### config.mk
export PLATFORM = sky130hd
export DESIGN_NAME = spi_sck_prescaler
export DESIGN_NICKNAME = d
export VERILOG_FILES = /design/src/rtl/sckp_pkg.sv /design/src/rtl/sckp_decode.sv /design/src/rtl/sckp_phase_ctr.sv /design/src/rtl/spi_sck_prescaler.sv
export SDC_FILE = /design/constraint.sdc
export NUM_CORES = 1
export LEC_CHECK = 0
export ABC_CLOCK_PERIOD_IN_PS = 6000
export BUFFER_PORTS_ARGS = -buffer_cell sky130_fd_sc_hd__buf_4
export CORE_ASPECT_RATIO = 0.6
export CORE_MARGIN = 2
export CORE_UTILIZATION = 35
export CTS_BUF_LIST = sky130_fd_sc_hd__clkbuf_16
export DETAILED_ROUTE_END_ITERATION = 12
export SLEW_MARGIN = 15
export SYNTH_ARGS = -nofsm -noshare
export SYNTH_HDL_FRONTEND = slang
export SYNTH_SLANG_ARGS = --single-unit
### constraint.sdc
create_clock -name clk -period 6 [get_ports clk]
set_clock_uncertainty 0.2 [all_clocks]
set_input_delay 0.3 -clock clk [delete_from_list [all_inputs] [get_ports clk]]
set_output_delay 0.3 -clock clk [all_outputs]
set_load 0.02 [all_outputs]
### src/rtl/sckp_pkg.sv
package sckp_pkg;
  localparam int FIELD_W     = 8;
  localparam int MULT_W      = 4;
  localparam int EXP_W       = 3;
  localparam int DIV_W       = MULT_W + (1 << EXP_W) - 1;
  localparam int LEG_MIN_DIV = 4;
  localparam int EXT_MIN_DIV = 2;

  typedef struct packed {
    logic [DIV_W-1:0] div;
    logic             bad;
  } div_cfg_t;

  // Compact encoding: field[4] flags a valid value, field[3:0] is half the divisor
  function automatic div_cfg_t compact_div(input logic [FIELD_W-1:0] f);
    div_cfg_t r;
    r.div = DIV_W'({f[MULT_W-1:0], 1'b0});
    r.bad = !f[4] || (r.div < DIV_W'(LEG_MIN_DIV));
    return r;
  endfunction

  // Wide encoding: multiplier in field[3:0], exponent gathered from bits 7,6,4
  function automatic div_cfg_t wide_div(input logic [FIELD_W-1:0] f);
    div_cfg_t r;
    logic [EXP_W-1:0] e;
    e     = {f[7:6], f[4]};
    r.div = DIV_W'(f[MULT_W-1:0]) << e;
    r.bad = r.div < DIV_W'(EXT_MIN_DIV);
    return r;
  endfunction
endpackage

### src/rtl/sckp_decode.sv
module sckp_decode
  import sckp_pkg::*;
#(
  parameter int FW = FIELD_W,
  parameter int DW = DIV_W
) (
  input  logic          ext_mode,
  input  logic [FW-1:0] field,
  output logic [DW-1:0] div,
  output logic [DW-1:0] hi_len,
  output logic [DW-1:0] lo_len,
  output logic          bad
);
  div_cfg_t cfg;

  always_comb begin
    cfg    = ext_mode ? wide_div(FIELD_W'(field)) : compact_div(FIELD_W'(field));
    div    = DW'(cfg.div);
    bad    = cfg.bad;
    hi_len = div >> 1;
    lo_len = div - hi_len;
  end
endmodule

### src/rtl/sckp_phase_ctr.sv
module sckp_phase_ctr #(
  parameter int DW = sckp_pkg::DIV_W
) (
  input  logic          clk,
  input  logic          rst_n,
  input  logic          run,
  input  logic          hold,
  input  logic [DW-1:0] hi_len,
  input  logic [DW-1:0] lo_len,
  output logic          level,
  output logic          lead,
  output logic          trail
);
  logic [DW-1:0] cnt;
  logic [DW-1:0] limit;
  logic          half_done;
  logic          active;

  assign active    = run && !hold;
  assign limit     = level ? hi_len : lo_len;
  assign half_done = (cnt + DW'(1)) >= limit;

  always_ff @(posedge clk or negedge rst_n) begin
    if (!rst_n) begin
      cnt   <= '0;
      level <= 1'b0;
      lead  <= 1'b0;
      trail <= 1'b0;
    end else if (!active) begin
      cnt   <= '0;
      level <= 1'b0;
      lead  <= 1'b0;
      trail <= 1'b0;
    end else if (half_done) begin
      cnt   <= '0;
      level <= !level;
      lead  <= !level;
      trail <= level;
    end else begin
      cnt   <= cnt + DW'(1);
      lead  <= 1'b0;
      trail <= 1'b0;
    end
  end

  AST_PULSE_EXCL: assert property (@(posedge clk) disable iff (!rst_n)
    !(lead && trail));
  AST_LEAD_AT_RISE: assert property (@(posedge clk) disable iff (!rst_n)
    lead |-> (level && !$past(level)));
  AST_TRAIL_AT_FALL: assert property (@(posedge clk) disable iff (!rst_n)
    trail |-> (!level && $past(level)));
  AST_RISE_HAS_LEAD: assert property (@(posedge clk) disable iff (!rst_n)
    (level && !$past(level)) |-> lead);
  AST_IDLE_QUIET: assert property (@(posedge clk) disable iff (!rst_n)
    !active |=> (!level && !lead && !trail));
endmodule

### src/rtl/spi_sck_prescaler.sv
module spi_sck_prescaler
  import sckp_pkg::*;
#(
  parameter int FW = FIELD_W,
  parameter int DW = DIV_W
) (
  input  logic          clk,
  input  logic          rst_n,
  input  logic          ext_mode,
  input  logic [FW-1:0] presc_field,
  input  logic          run,
  output logic          sck_level,
  output logic          lead_pulse,
  output logic          trail_pulse,
  output logic          bad_setting
);
  logic [DW-1:0] dec_div;
  logic [DW-1:0] dec_hi;
  logic [DW-1:0] dec_lo;
  logic          dec_bad;

  sckp_decode #(.FW(FW), .DW(DW)) u_decode (
    .ext_mode (ext_mode),
    .field    (presc_field),
    .div      (dec_div),
    .hi_len   (dec_hi),
    .lo_len   (dec_lo),
    .bad      (dec_bad)
  );

  sckp_phase_ctr #(.DW(DW)) u_phase (
    .clk    (clk),
    .rst_n  (rst_n),
    .run    (run),
    .hold   (dec_bad),
    .hi_len (dec_hi),
    .lo_len (dec_lo),
    .level  (sck_level),
    .lead   (lead_pulse),
    .trail  (trail_pulse)
  );

  assign bad_setting = dec_bad;

  AST_VALID_DIV_MIN: assert property (@(posedge clk) disable iff (!rst_n)
    !dec_bad |-> (dec_div >= DW'(EXT_MIN_DIV)));
  AST_DIV_CEILING: assert property (@(posedge clk) disable iff (!rst_n)
    dec_div <= DW'(1920));
  AST_COMPACT_EVEN: assert property (@(posedge clk) disable iff (!rst_n)
    (!ext_mode && !dec_bad) |-> (!dec_div[0] && dec_div >= DW'(LEG_MIN_DIV)));
  AST_PHASES_SUM: assert property (@(posedge clk) disable iff (!rst_n)
    (dec_hi + dec_lo == dec_div) && (dec_lo >= dec_hi));
endmodule

Yosys cells after proc, flatten, opt, wreduce, memory -nomap -nowiden:

Cells that the tools add are included.

* register bits: 14
* input port bits: 12
* logic and storage cells: 26

* $add $sub $neg: 2
* order comparisons: 3
* equality and inequality tests: 1
* shift-type cells: 1
* mux-type cells: 10
* reduce and logical (&&, ||, !) cells: 5

Operators by type and width (count)
* 11-bit two-way mux: 3
* 12-bit two-way mux: 1
* 11-bit by 1-bit adder with 11-bit output (second input constant): 1
* 11-bit greater-or-equal comparator: 1
* 11-bit by 2-bit < comparator with 1-bit output (second input constant): 1
* 4-bit by 3-bit left shift with 11-bit output: 1
* 11-bit by 10-bit subtractor with 11-bit output: 1
* 1-bit two-way mux: 6
* 5-bit by 3-bit < comparator with 1-bit output (second input constant): 1
* 1-bit logical NOT: 3
* 2-bit by 1-bit inequality test with 1-bit output (second input constant): 1
* 1-bit logical AND: 1
* 1-bit logical OR: 1

Logic depth before layout (Yosys ltp):

Gate-level depths: netlist of the first run.

* depth in word-level cells: 8
* mapped depth: 21
* mapped depth without buffers: 19

Hierarchy:

Synthesis of the first run repeated with hierarchy kept, for this count alone.

* cell total of the unflattened synthesis: 235
* area total of the unflattened synthesis: 1986.9 um^2

Modules (own cells, without submodules)
* sckp_phase_ctr: times used 1, cells each 100, area each 1014.7 um^2, seq. area each 350.3 um^2
* sckp_decode: times used 1, cells each 135, area each 972.2 um^2, seq. area each 0.0 um^2

Least setup slack after synthesis of the first run:

OpenSTA, ideal clock, no wires.

* path type: input-to-reg
* start: input port ext_mode
* end: register u_phase.cnt[2]
* setup time: 74 ps
* data arrival time: 4632 ps
* required time: 5726 ps
* setup slack: 1095 ps
* stages: 20
* path buffers: 2
* cell sequence: clkbuf_1 > inv_1 > nor2_1 > a22o_1 > ha_1 > inv_1 > fa_1 > or4b_4 > a221o_1 > a41oi_2 > mux2i_1 > ha_1 > nand2_1 > o31ai_1 > a211o_1 > a221o_1 > inv_1 > nand4_1 > clkbuf_1 > nor2b_1

* longest elaborated chain between the ends: 6
* elaborated cells between the ends (all ways): 8

RTL lines
* from (decl): RTL line spi_sck_prescaler.sv:9 `input logic ext_mode,`
* 12-bit two-way mux *: RTL line sckp_decode.sv:17 `cfg = ext_mode ? wide_div(FIELD_W'(field)) : compact_div(FIELD_W'(field));`
* 11-bit by 10-bit subtractor with 11-bit output: RTL line sckp_decode.sv:21 `lo_len = div - hi_len;`
* 11-bit two-way mux: RTL line sckp_phase_ctr.sv:20 `assign limit = level ? hi_len : lo_len;`
* 11-bit greater-or-equal comparator: RTL line sckp_phase_ctr.sv:21 `assign half_done = (cnt + DW'(1)) >= limit;`
* 11-bit two-way mux: RTL line sckp_phase_ctr.sv:34 `end else if (half_done) begin`
* 11-bit two-way mux *: RTL line sckp_phase_ctr.sv:29 `end else if (!active) begin`
* to (signal assigned): RTL line sckp_phase_ctr.sv:40 `cnt <= cnt + DW'(1);`
* to (decl): RTL line sckp_phase_ctr.sv:14 `logic [DW-1:0] cnt;`

Every way passes the cells marked *; elsewhere a longest branch is shown, timed or not.
A chain may end at the register's enable or synchronous reset.

Final worst setup path of the first run:

* start: input port presc_field[4]
* end: register u_phase.cnt[10]

* longest elaborated chain between the ends: 7
* elaborated cells between the ends (all ways): 12

RTL lines
* from (decl): RTL line spi_sck_prescaler.sv:10 `input logic [FW-1:0] presc_field,`
* 4-bit by 3-bit left shift with 11-bit output: RTL line sckp_pkg.sv:27 `r.div = DIV_W'(f[MULT_W-1:0]) << e;`
* 12-bit two-way mux *: RTL line sckp_decode.sv:17
* 11-bit by 10-bit subtractor with 11-bit output: RTL line sckp_decode.sv:21
* 11-bit two-way mux: RTL line sckp_phase_ctr.sv:20
* 11-bit greater-or-equal comparator: RTL line sckp_phase_ctr.sv:21
* 11-bit two-way mux: RTL line sckp_phase_ctr.sv:34
* 11-bit two-way mux *: RTL line sckp_phase_ctr.sv:29

Marks and branches as above.

==> impl_metrics.csv, run 1 <==
group,metric,value,unit
power,p_sw,131,uW
sta,setup_violations,0,
setup_path,setup.worst_path.start_class,"input pin",
clocking,h-tree-depth,1,
yosys,syn_area_per_cell,8.15,sq um
yosys,ys_types,51,
yosys,yosys_warnings,0,
place,dp_slack,0.548,ns
clocking,cts_tree,"built",
sta,fin_tns_setup,0,ns
yosys,seq_area_frac_synth,0.186,
power,vdd_drop_max,0.0974,mV
sta,setup_ws,0.775,ns
finish,final_nets,273,
finish,fin_util,0.415,
floorplanning,start_util,0.367,
yosys,ys_seq_elements,14,
sta,timing.final.crit_period,5.23,ns
yosys,syn_nets,261,
finish,antenna_cells,0,
global_routing,grt_start_max_net_pins,18,
floorplanning,die_w,98.7,um
setup_path,end_kind,"register",
setup_path,crit_arrival,5.18,ns
clocking,clkSinkCount,14,
finish,syn_to_final_growth,13.2,%
clocking,cts.path.max_buffers,2,
floorplanning,die_h,60.8,um
place,place_area,2040,sq um
setup_path,cpMaxStageDelayCell,"or4b_4",
power,leakage,0.987,nW
yosys,synth_ff_type,"dfrtp_1",
sta,relSlewSlack,0.618,
setup_path,path_max_fanout,12,
global_routing,grt_pass1_wl,7350,um
detailed_routing,drc,0,
sta,fmax,191,MHz
clocking,cts_hold_buffers,1,
global_routing,grt_use_total,0.157,
clocking,cts_buffers,3,
place,gp_congestion,0.831,
finish,fin_area,2130,sq um
power,power.share.sequential,0.257,
yosys,async_flop_share,1.00,
clocking,clk-insertion-delay-late,0.24,ns
finish,drive_gt1_frac,0.116,
yosys,synth_area,1880,sq um
sta,worstMarginPinSlew,0.574,ns
power,totalPowerFinal,387,uW
detailed_routing,first_iter_violations,139,
global_routing,grt_pass1_vias,1493,
finish,nFillCells,512,
detailed_routing,postRouteAntennaNets,0,
power,power_frac_clock,0.330,
sta,post-route-period-util,0.871,
place,hpwlAfterDp,3650,um
setup_path,crit_chain,"buf_4, nor2b_1, nand2b_1, a32o_1, inv_1, fa_1, or4b_4, a221o_1, a41oi_2, mux2i_1, ha_1, nand2_1, o31ai_1, a211o_1, a221o_1, inv_1, nand4_1, nor2b_1",
yosys,syn_inst,231,
outcome,status,"finished, final reports clean",
setup_path,max_stage_delay,0.59,ns
global_routing,grt_overflow_total,0,
finish,seq_area,350,sq um
clocking,path_clk_slew,0.05,ns
clocking,cts-resized-gates,0,
detailed_routing,via_per_inst,5.64,
run,maxCapViolCount,0,
sta,slew_viol_final,0,
setup_path,cp.required,5.96,ns
sta,rsz0062_at_grt,"no",
power,combPwrFrac,0.413,
yosys,synth_edf_count,0,
place,io_buffer_count,14,
power,switching_share,0.338,
floorplanning,num_rows,20,
detailed_routing,dr.pass1.iters,4,
floorplanning,coreArea,5130,sq um
clocking,clockRootBuffer,"clkbuf_16",
detailed_routing,dr_total_vias,1736,
clocking,post_cts_buffers,0,
worst_hold_path,hold_path.class,"in -> reg",
detailed_routing,routed_wl,4520,um
sta,hold_viol,0,
power,powerDensity,182,nW/um^2
floorplanning,io-pin-count,16,
power,internal-power,256,uW
finish,multiInputGateArea,1440,sq um
global_routing,grt_antenna_before_repair,0,
setup_path,critical_path_class,"in -> reg",
floorplanning,die-area,6000,sq um
detailed_routing,wl_per_cell,14.7,um
==> Yosys cell counts, types with 2 or more instances <==
library cell | instances | area share
a211oi_1 | 3 | 0.012
a21o_1 | 4 | 0.016
nor2b_1 | 16 | 0.053
o211ai_1 | 3 | 0.012
ha_1 | 17 | 0.11
o31ai_1 | 4 | 0.016
and4b_1 | 2 | 0.011
mux2_4 | 2 | 0.016
a221o_1 | 4 | 0.021
xor2_1 | 4 | 0.019
mux2i_1 | 2 | 0.011
nand3_1 | 10 | 0.027
a22oi_1 | 4 | 0.016
a22o_1 | 2 | 0.0093
o21a_1 | 3 | 0.012
a211o_1 | 3 | 0.014
nor2_1 | 16 | 0.032
and3_1 | 6 | 0.020
nand2_1 | 12 | 0.024
dfrtp_1 | 14 | 0.19
nand2b_1 | 2 | 0.0066
mux2_2 | 6 | 0.036
inv_1 | 16 | 0.032
nand4_1 | 3 | 0.010
nor3_1 | 6 | 0.016
xnor2_1 | 11 | 0.051
and3b_1 | 2 | 0.0093
clkbuf_1 | 8 | 0.016
a32oi_1 | 2 | 0.0093
and2_1 | 5 | 0.017
nor4_1 | 2 | 0.0066
a21oi_1 | 13 | 0.035
o21ai_0 | 4 | 0.011
o22ai_1 | 2 | 0.0066
a31oi_1 | 2 | 0.0066
==> cell type report <==
type | count | share of cell area
Sequential cell | 14 | 0.164
Tap cell | 66 | 0.0388
Inverter | 16 | 0.0282
Multi-Input combinational cell | 192 | 0.674
Timing Repair Buffer | 16 | 0.0575
Clock buffer | 3 | 0.0352
Clock inverter | 1 | 0.00176
==> worst paths after layout <==
check | from | to | cells after the start | slack (ns)
max | presc_field[4] | u_phase.cnt[10]$_DFF_PN0_ | 18 | 0.77
min | run | u_phase.trail$_DFF_PN0_ | 3 | 0.16
max reg2reg | u_phase.level$_DFFE_PN0P_ | u_phase.cnt[10]$_DFF_PN0_ | 12 | 2.08
min reg2reg | u_phase.cnt[10]$_DFF_PN0_ | u_phase.cnt[10]$_DFF_PN0_ | 2 | 0.39
max in group asynchronous | rst_n | u_phase.level$_DFFE_PN0P_ | 2 | 5.19
min in group asynchronous | rst_n | u_phase.cnt[8]$_DFF_PN0_ | 2 | 0.24
==> cell families (layout without fill, tap and decap cells) <==
family / after synthesis / after routing / synth area share
simple gates: 89 / 89 / 0.263
mux: 11 / 11 / 0.0765
compound gates: 59 / 59 / 0.230
buf+inv: 25 / 36 / 0.0505
fa+ha+maj: 18 / 18 / 0.124
flops: 14 / 14 / 0.186
xor+xnor: 15 / 15 / 0.0698
==> state kept, by name, indices dropped and copies added, names as in the netlist <==
signal and cells:
u_phase.cnt 11, u_phase.level 1, u_phase.lead 1, u_phase.trail 1
==> cell usage in the layout (no fill, tap or decap), types with 10 or more instances in the layout <==
master / instances
ha_1: 17
inv_1: 16
nor2_1: 16
nor2b_1: 16
buf_4: 15
dfrtp_1: 14
a21oi_1: 13
nand2_1: 12
xnor2_1: 11
nand3_1: 10
==> layer usage <==
metal | global-route usage | vias to the layer above | part of all wire
met4 | 0.0294 | 0 | 0.0029
met3 | 0.0392 | 2 | 0.053
met5 | 0 | - | 0
met1 | 0.249 | 807 | 0.55
li1 | - | 884 | -
met2 | 0.210 | 43 | 0.39
==> through the flow <==
step | cells | hold WS [ns]
3_5_place_dp | 303 | -0.0408
4_1_cts | 308 | 0.162
2_1_floorplan | 231 | -0.196
3_3_place_gp | 303 | -0.0399
6_report | 308 | 0.159
5_1_grt | 308 | 0.173
==> worst max-delay path: cells and delay by family <==
kind / cells / cell delay, ns
adders and majority gates: 2 / 0.79
AOI/OAI and AO/OA: 6 / 1.59
and+or+nand+nor: 6 / 1.86
muxes: 1 / 0.22
buffers and inverters: 3 / 0.41
==> power by group through the flow <==
stage	clock, mW	sequential, mW	combinational, mW
6_report	0.128	0.0994	0.160
4_1_cts	0.129	0.0994	0.160
3_5_place_dp	0	0.101	0.158
2_1_floorplan	0	0.0999	0.118
5_1_grt	0.134	0.0999	0.179
3_3_place_gp	0	0.101	0.155
(Power assumes the default switching activity.)
==> run 2, diff against run 1 <==
--- a/config.mk
+++ b/config.mk
@@ -5,11 +5,11 @@
 export SDC_FILE = /design/constraint.sdc
 export NUM_CORES = 1
 export LEC_CHECK = 0
-export ABC_CLOCK_PERIOD_IN_PS = 6000
+export ABC_CLOCK_PERIOD_IN_PS = 4220
 export BUFFER_PORTS_ARGS = -buffer_cell sky130_fd_sc_hd__buf_4
 export CORE_ASPECT_RATIO = 0.6
 export CORE_MARGIN = 2
-export CORE_UTILIZATION = 35
+export CORE_UTILIZATION = 40
 export CTS_BUF_LIST = sky130_fd_sc_hd__clkbuf_16
 export DETAILED_ROUTE_END_ITERATION = 12
 export SLEW_MARGIN = 15
==> constraint.sdc (replaced) <==
create_clock -name clk -period 4.22 [get_ports clk]
set_clock_uncertainty 0.2 [all_clocks]
set_input_delay 0.211 -clock clk [delete_from_list [all_inputs] [get_ports clk]]
set_output_delay 0.211 -clock clk [all_outputs]
set_load 0.02 [all_outputs]
==> run 2 against run 1 <==
Compared with the run above:
- clock power rose by 37%
- design area rose by 21%
- power rose by 58%
- hold slack got worse by 0.090 ns
- largest cell class unchanged
- highest routed layer unchanged
==> impl_metrics.csv, run 2 (synthesis gave the netlist of run 1 again) <==
group,metric,value,unit
sta,whs,0.0688,ns
sta,setup_violations,0,
detailed_routing,postRouteAntennaNets,0,
global_routing,grt_overflow_total,0,
detailed_routing,routed_wl,5220,um
sta,rsz0062_at_grt,"yes",
global_routing,gr-max-usage-layer,"met1",
finish,syn_to_final_growth,36.7,%
place,io_buffer_count,14,
setup_path,worstSetupStartpoint,"presc_field[4]",
finish,drive_gt1_frac,0.347,
detailed_routing,dr.pass1.iters,4,
sta,hold_viol,0,
worst_hold_path,hp-start,"run",
setup_path,max_stage_delay,0.55,ns
finish,regMostFlops,"u_phase.cnt",
setup_path,reg2reg_from,"u_phase.level$_DFFE_PN0P_",
place,hpwlAfterDp,4000,um
clocking,h-tree-depth,1,
clocking,clkSinkCount,14,
global_routing,grt_pass1_vias,1822,
clocking,cts_buffers,3,
place,gp_congestion,0.941,
clocking,cts_tree,"built",
power,vdd_drop_max,0.137,mV
sta,relSlewSlack,0.670,
setup_path,crit_arrival,4.17,ns
detailed_routing,first_iter_violations,110,
floorplanning,die-area,5290,sq um
worst_hold_path,hold_path.class,"in -> reg",
detailed_routing,dr_total_vias,1924,
setup_path,cpMaxStageDelayCell,"or4b_4",
detailed_routing,wl_per_cell,14.9,um
finish,nFillCells,422,
global_routing,grt_start_max_net_pins,18,
sta,fmax,239,MHz
setup_path,end_kind,"register",
finish,antenna_cells,0,
clocking,clockRootBuffer,"clkbuf_16",
worst_hold_path,hold-path-cell-count,3,
floorplanning,die_w,92.6,um
floorplanning,coreArea,4540,sq um
global_routing,grt_use_met3,0.0594,
setup_path,path_max_fanout,5,
finish,final_nets,320,
setup_path,r2r-end,"u_phase.cnt[8]$_DFF_PN0_",
run,maxCapViolCount,0,
finish,final_common_cell,"buf_4",
sta,worstMarginPinSlew,0.495,ns
place,dp_cells,341,
sta,slew_viol_final,0,
clocking,clk-insertion-delay-late,0.24,ns
clocking,path_clk_slew,0.04,ns
outcome,status,"finished, final reports clean",
setup_path,cp.required,4.20,ns
global_routing,grt_use_met2,0.272,
setup_path,setup.worst_path.start_class,"input pin",
detailed_routing,via_per_inst,5.48,
finish,mostFrequentLayoutCells,"58 x buf_4, 16 x ha_1, 15 x nor2_1, 14 x dfrtp_1, 13 x nor2b_1",
detailed_routing,drc,0,
sta,timing.final.crit_period,4.19,ns
floorplanning,num_rows,19,
power,powerDensity,238,nW/um^2
floorplanning,start_util,0.414,
power,leakage,1.24,nW
clocking,cts.path.max_buffers,2,
global_routing,grt_antenna_before_repair,0,
global_routing,grt_pass1_wl,8580,um
setup_path,crit_chain,"buf_8, mux2_4, buf_6, a221o_1, mux2_4, or4b_4, a311o_1, a41oi_2, mux2i_1, ha_1, nand2_2, o31ai_2, a211o_1, a221o_1, inv_2, nand4_1, buf_2, nor2b_1",
floorplanning,io-pin-count,16,
finish,largest_reg_flops,11,
setup_path,rr_worst_depth,15,
setup_path,critical_path_class,"in -> reg",
global_routing,grt_use_total,0.203,
sta,post-route-period-util,0.993,
floorplanning,die_h,57.1,um
finish,final_cells,351,
global_routing,met1_usage,0.319,
worst_hold_path,min_to,"u_phase.lead$_DFF_PN0_",
setup_path,rrSetupSlack,0.92,ns
==> run 2: cell count changes in the layout (fill, tap and decap cells not counted), sizes merged <==
| cell | delta |
|---|---|
| buf | +47 |
| clkinv | -1 |
==> run 2: area by class of cell <==
class	instances	area [sq um]	area share
timing repair buffer	63	488	0.190
sequential	14	350	0.136
tap	63	78.8	0.0306
clock buffer	3	75.1	0.0292
inverter	16	60.1	0.0233
multi-input combinational	192	1520	0.591
==> run 2: worst max-delay path by stage <==
stage / endpoint / slack (ns) / depth (start not counted)
2_1_floorplan: u_phase.cnt[3]$_DFF_PN0_ / -0.07 / 20
3_3_place_gp: u_phase.cnt[10]$_DFF_PN0_ / -0.22 / 21
5_1_grt: u_phase.cnt[8]$_DFF_PN0_ / -0.10 / 20
4_1_cts: u_phase.cnt[9]$_DFF_PN0_ / 0.009 / 18
6_report: u_phase.cnt[8]$_DFF_PN0_ / 0.03 / 18
3_5_place_dp: u_phase.cnt[9]$_DFF_PN0_ / -0.30 / 21
==> run 2: report_power, final <==
part | switching [mW] | internal [mW] | total (mW)
clock | 0.0518 | 0.124 | 0.175
combinational | 0.145 | 0.150 | 0.296
sequential | 0.00406 | 0.137 | 0.141
==> run 2: layer usage <==
| layer | vias to the layer above | part of all wire |
|---|---|---|
| li1 | 969 | - |
| met1 | 890 | 0.54 |
| met2 | 61 | 0.38 |
| met3 | 4 | 0.071 |
| met4 | 0 | 0.0065 |
| met5 | - | 0 |
==> run 2: repair_timing <==
action                                  in CTS  in global routing
cloned                                       0                  1
hold buffers                                 1                  0
hold endpoints to repair                    14                  0
pin swaps                                    1                  4
gates resized for setup                      3                 20
endpoints found under the setup margin      11                 14
setup buffers                                1                  4
==> run 2: stage by stage <==
step	setup slack, ns	TNS, ns	utilization	total power [mW]	cell area, sq um
after CTS	0.00864	0	0.544	0.594	2470
after global placement	-0.217	-2.85	0.520	0.408	2360
final	0.0303	0	0.567	0.612	2570
after floorplan	-0.0657	-0.613	-	0.315	1920
after detailed placement	-0.301	-3.76	0.520	0.408	2360
after global routing	-0.104	-1.00	0.567	0.654	2570
==> run 2: worst max-delay path, delay by kind of cell <==
family / cells / cell delay (ns)
compound gates: 6 / 1.49
simple gates: 4 / 0.88
mux: 3 / 0.81
buf+inv: 4 / 0.51
fa+ha+maj: 1 / 0.27
==> run 3, diff against run 2 <==
--- a/config.mk
+++ b/config.mk
@@ -12,6 +12,7 @@
 export CORE_UTILIZATION = 40
 export CTS_BUF_LIST = sky130_fd_sc_hd__clkbuf_16
 export DETAILED_ROUTE_END_ITERATION = 12
+export PLACE_DENSITY = 0.69
 export SLEW_MARGIN = 15
 export SYNTH_ARGS = -nofsm -noshare
 export SYNTH_HDL_FRONTEND = slang
==> run 3 against run 2 <==
Compared with the run above:
- the flow now finishes with violations (negative setup slack)
- sequential power is essentially flat
- critical path depth shrank 1
- maximum frequency shrank 2.5%
- clock-buffer cell count is the same
- utilization grew 1.5 points
- die area is the same
- non-clock buffer count grew 7
- final cell count grew 2.0%
- via count grew 5.1%
- register-to-register slack lost 0.08 ns
- largest cell class unchanged
- highest routed layer unchanged
==> impl_metrics.csv, run 3 (synthesis gave the netlist of run 1 again) <==
group,metric,value,unit
sta,rsz0062_at_grt,"yes",
detailed_routing,dr_total_vias,2023,
worst_hold_path,hold_path.class,"in -> reg",
setup_path,rr_worst_depth,15,
floorplanning,die-area,5290,sq um
power,leakage,1.29,nW
power,combPwrFrac,0.508,
finish,regMostFlops,"u_phase.cnt",
power,totalPowerFinal,633,uW
power,p_sw,206,uW
sta,setup_violations,11,
detailed_routing,first_iter_violations,162,
setup_path,cp.required,4.18,ns
run,maxCapViolCount,0,
place,place_area,2370,sq um
setup_path,cpMaxStageDelayCell,"or4b_4",
sta,whs,0.0817,ns
floorplanning,die_w,92.6,um
sta,fin_tns_setup,-0.607,ns
place,dp_slack,-0.303,ns
power,power.share.sequential,0.223,
setup_path,crit_family,"compound AO/OA/AOI/OAI gates",
global_routing,grt_pass1_wl,8870,um
floorplanning,die_h,57.1,um
outcome,status,"finished, violations left",
setup_path,path_max_fanout,6,
sta,slew_viol_final,0,
clocking,clk-insertion-delay-late,0.24,ns
clocking,cts.path.max_buffers,2,
sta,worstMarginPinSlew,0.478,ns
clocking,h-tree-depth,1,
power,switching_share,0.325,
finish,final_nets,327,
finish,mostFrequentLayoutCells,"64 x buf_4, 16 x ha_1, 14 x nor2_1, 14 x dfrtp_1, 13 x nor2b_1",
sta,timing.final.crit_period,4.30,ns
setup_path,worstSetupStartpoint,"presc_field[4]",
finish,syn_to_final_growth,40.2,%
detailed_routing,wl_per_cell,15.3,um
power,internal-power,427,uW
finish,antenna_cells,0,
detailed_routing,dr.pass1.iters,5,
outcome,violations,"negative setup slack",
global_routing,grt_antenna_before_repair,0,
place,io_buffer_count,14,
detailed_routing,postRouteAntennaNets,0,
sta,fmax,233,MHz
clocking,clkSinkCount,14,
floorplanning,num_rows,19,
finish,largest_reg_flops,11,
detailed_routing,via_per_inst,5.65,
global_routing,grt_start_max_net_pins,18,
global_routing,grt_use_total,0.208,
global_routing,grt_overflow_total,0,
setup_path,crit_arrival,4.26,ns
setup_path,end_kind,"register",
clocking,path_clk_slew,0.04,ns
setup_path,cp.depth,17,
sta,relSlewSlack,0.681,
setup_path,crit_chain,"buf_8, mux2_4, buf_6, a221o_1, mux2_4, or4b_4, a221o_1, buf_4, a21o_1, a31oi_2, ha_1, a211o_1, a221o_1, inv_2, nand4_1, buf_6, nor2b_1",
clocking,clockRootBuffer,"clkbuf_16",
place,gp_congestion,0.964,
setup_path,r2r-end,"u_phase.cnt[10]$_DFF_PN0_",
setup_path,setup.worst_path.start_class,"input pin",
floorplanning,start_util,0.414,
sta,setup_ws,-0.0775,ns
setup_path,max_stage_delay,0.55,ns
finish,drive_gt1_frac,0.363,
detailed_routing,routed_wl,5470,um
sta,post-route-period-util,1.02,
power,vdd_drop_max,0.175,mV
place,hpwlAfterDp,4280,um
finish,fin_area,2640,sq um
power,power_frac_clock,0.269,
clocking,cts_buffers,3,
floorplanning,io-pin-count,16,
setup_path,cp_num_buf_inv,5,
finish,final_common_cell,"buf_4",
setup_path,reg2reg_from,"u_phase.level$_DFFE_PN0P_",
clocking,cts_tree,"built",
setup_path,endpoint,"u_phase.cnt[10]$_DFF_PN0_",
setup_path,cp_common_cell,"a221o_1",
sta,hold_viol,0,
setup_path,critical_path_class,"in -> reg",
floorplanning,coreArea,4540,sq um
setup_path,rrSetupSlack,0.84,ns
power,powerDensity,240,nW/um^2
detailed_routing,drc,0,
global_routing,grt_pass1_vias,1775,
==> run 3: final cells by class <==
cell class | count | area (sq um)
Clock buffer | 3 | 75.1
Inverter | 16 | 60.1
Sequential cell | 14 | 350
Fill cell | 405 | 1900
Timing Repair Buffer | 70 | 551
Multi-Input combinational cell | 192 | 1520
Tap cell | 63 | 78.8
==> run 3: metal layers <==
| metal | part of all wire | routed length [um] | GRT usage | up-vias |
|---|---|---|---|---|
| met4 | 0.00037 | 2 | 0.0171 | 0 |
| met1 | 0.54 | 2970 | 0.345 | 958 |
| met2 | 0.40 | 2190 | 0.285 | 64 |
| met5 | 0 | 0 | 0 | - |
| li1 | - | - | - | 999 |
| met3 | 0.057 | 313 | 0.0396 | 2 |
==> run 3: what timing repair did <==
item | in CTS | in global routing
resized for setup | 10 | 15
buffers inserted | 7 | 4
gates cloned | 1 | 0
hold endpoints to repair | 14 | 0
setup endpoints to repair | 14 | 14
hold buffers | 1 | 0
pin swaps | 2 | 4
==> run 3: stage by stage <==
stage | util | cells
3_3_place_gp | 0.523 | 343
2_1_floorplan | - | 231
5_1_grt | 0.581 | 358
6_report | 0.581 | 358
4_1_cts | 0.563 | 355
3_5_place_dp | 0.523 | 343
==> run 3: tightest hold or removal path: stages <==
cell	delay (ns)
buf_4	0.12
nand2_1	0.09
nor3_1	0.06
==> run 3: worst min-delay path by stage <==
stage / startpoint / to / cells past startpoint
after CTS: run / u_phase.lead$_DFF_PN0_ / 3
after global routing: run / u_phase.trail$_DFF_PN0_ / 3
final: run / u_phase.trail$_DFF_PN0_ / 3
after detailed placement: rst_n / u_phase.lead$_DFF_PN0_ / 1
after floorplan: rst_n / u_phase.cnt[0]$_DFF_PN0_ / 0
after global placement: rst_n / u_phase.lead$_DFF_PN0_ / 1
==> run 3: power groups by stage <==
stage               clock [mW]  combinational, mW  sequential, mW
global route             0.184              0.348           0.142
floorplan                    0              0.173           0.142
detailed placement           0              0.274           0.143
finish                   0.170              0.321           0.141
global placement             0              0.268           0.143
CTS                      0.177              0.297           0.141
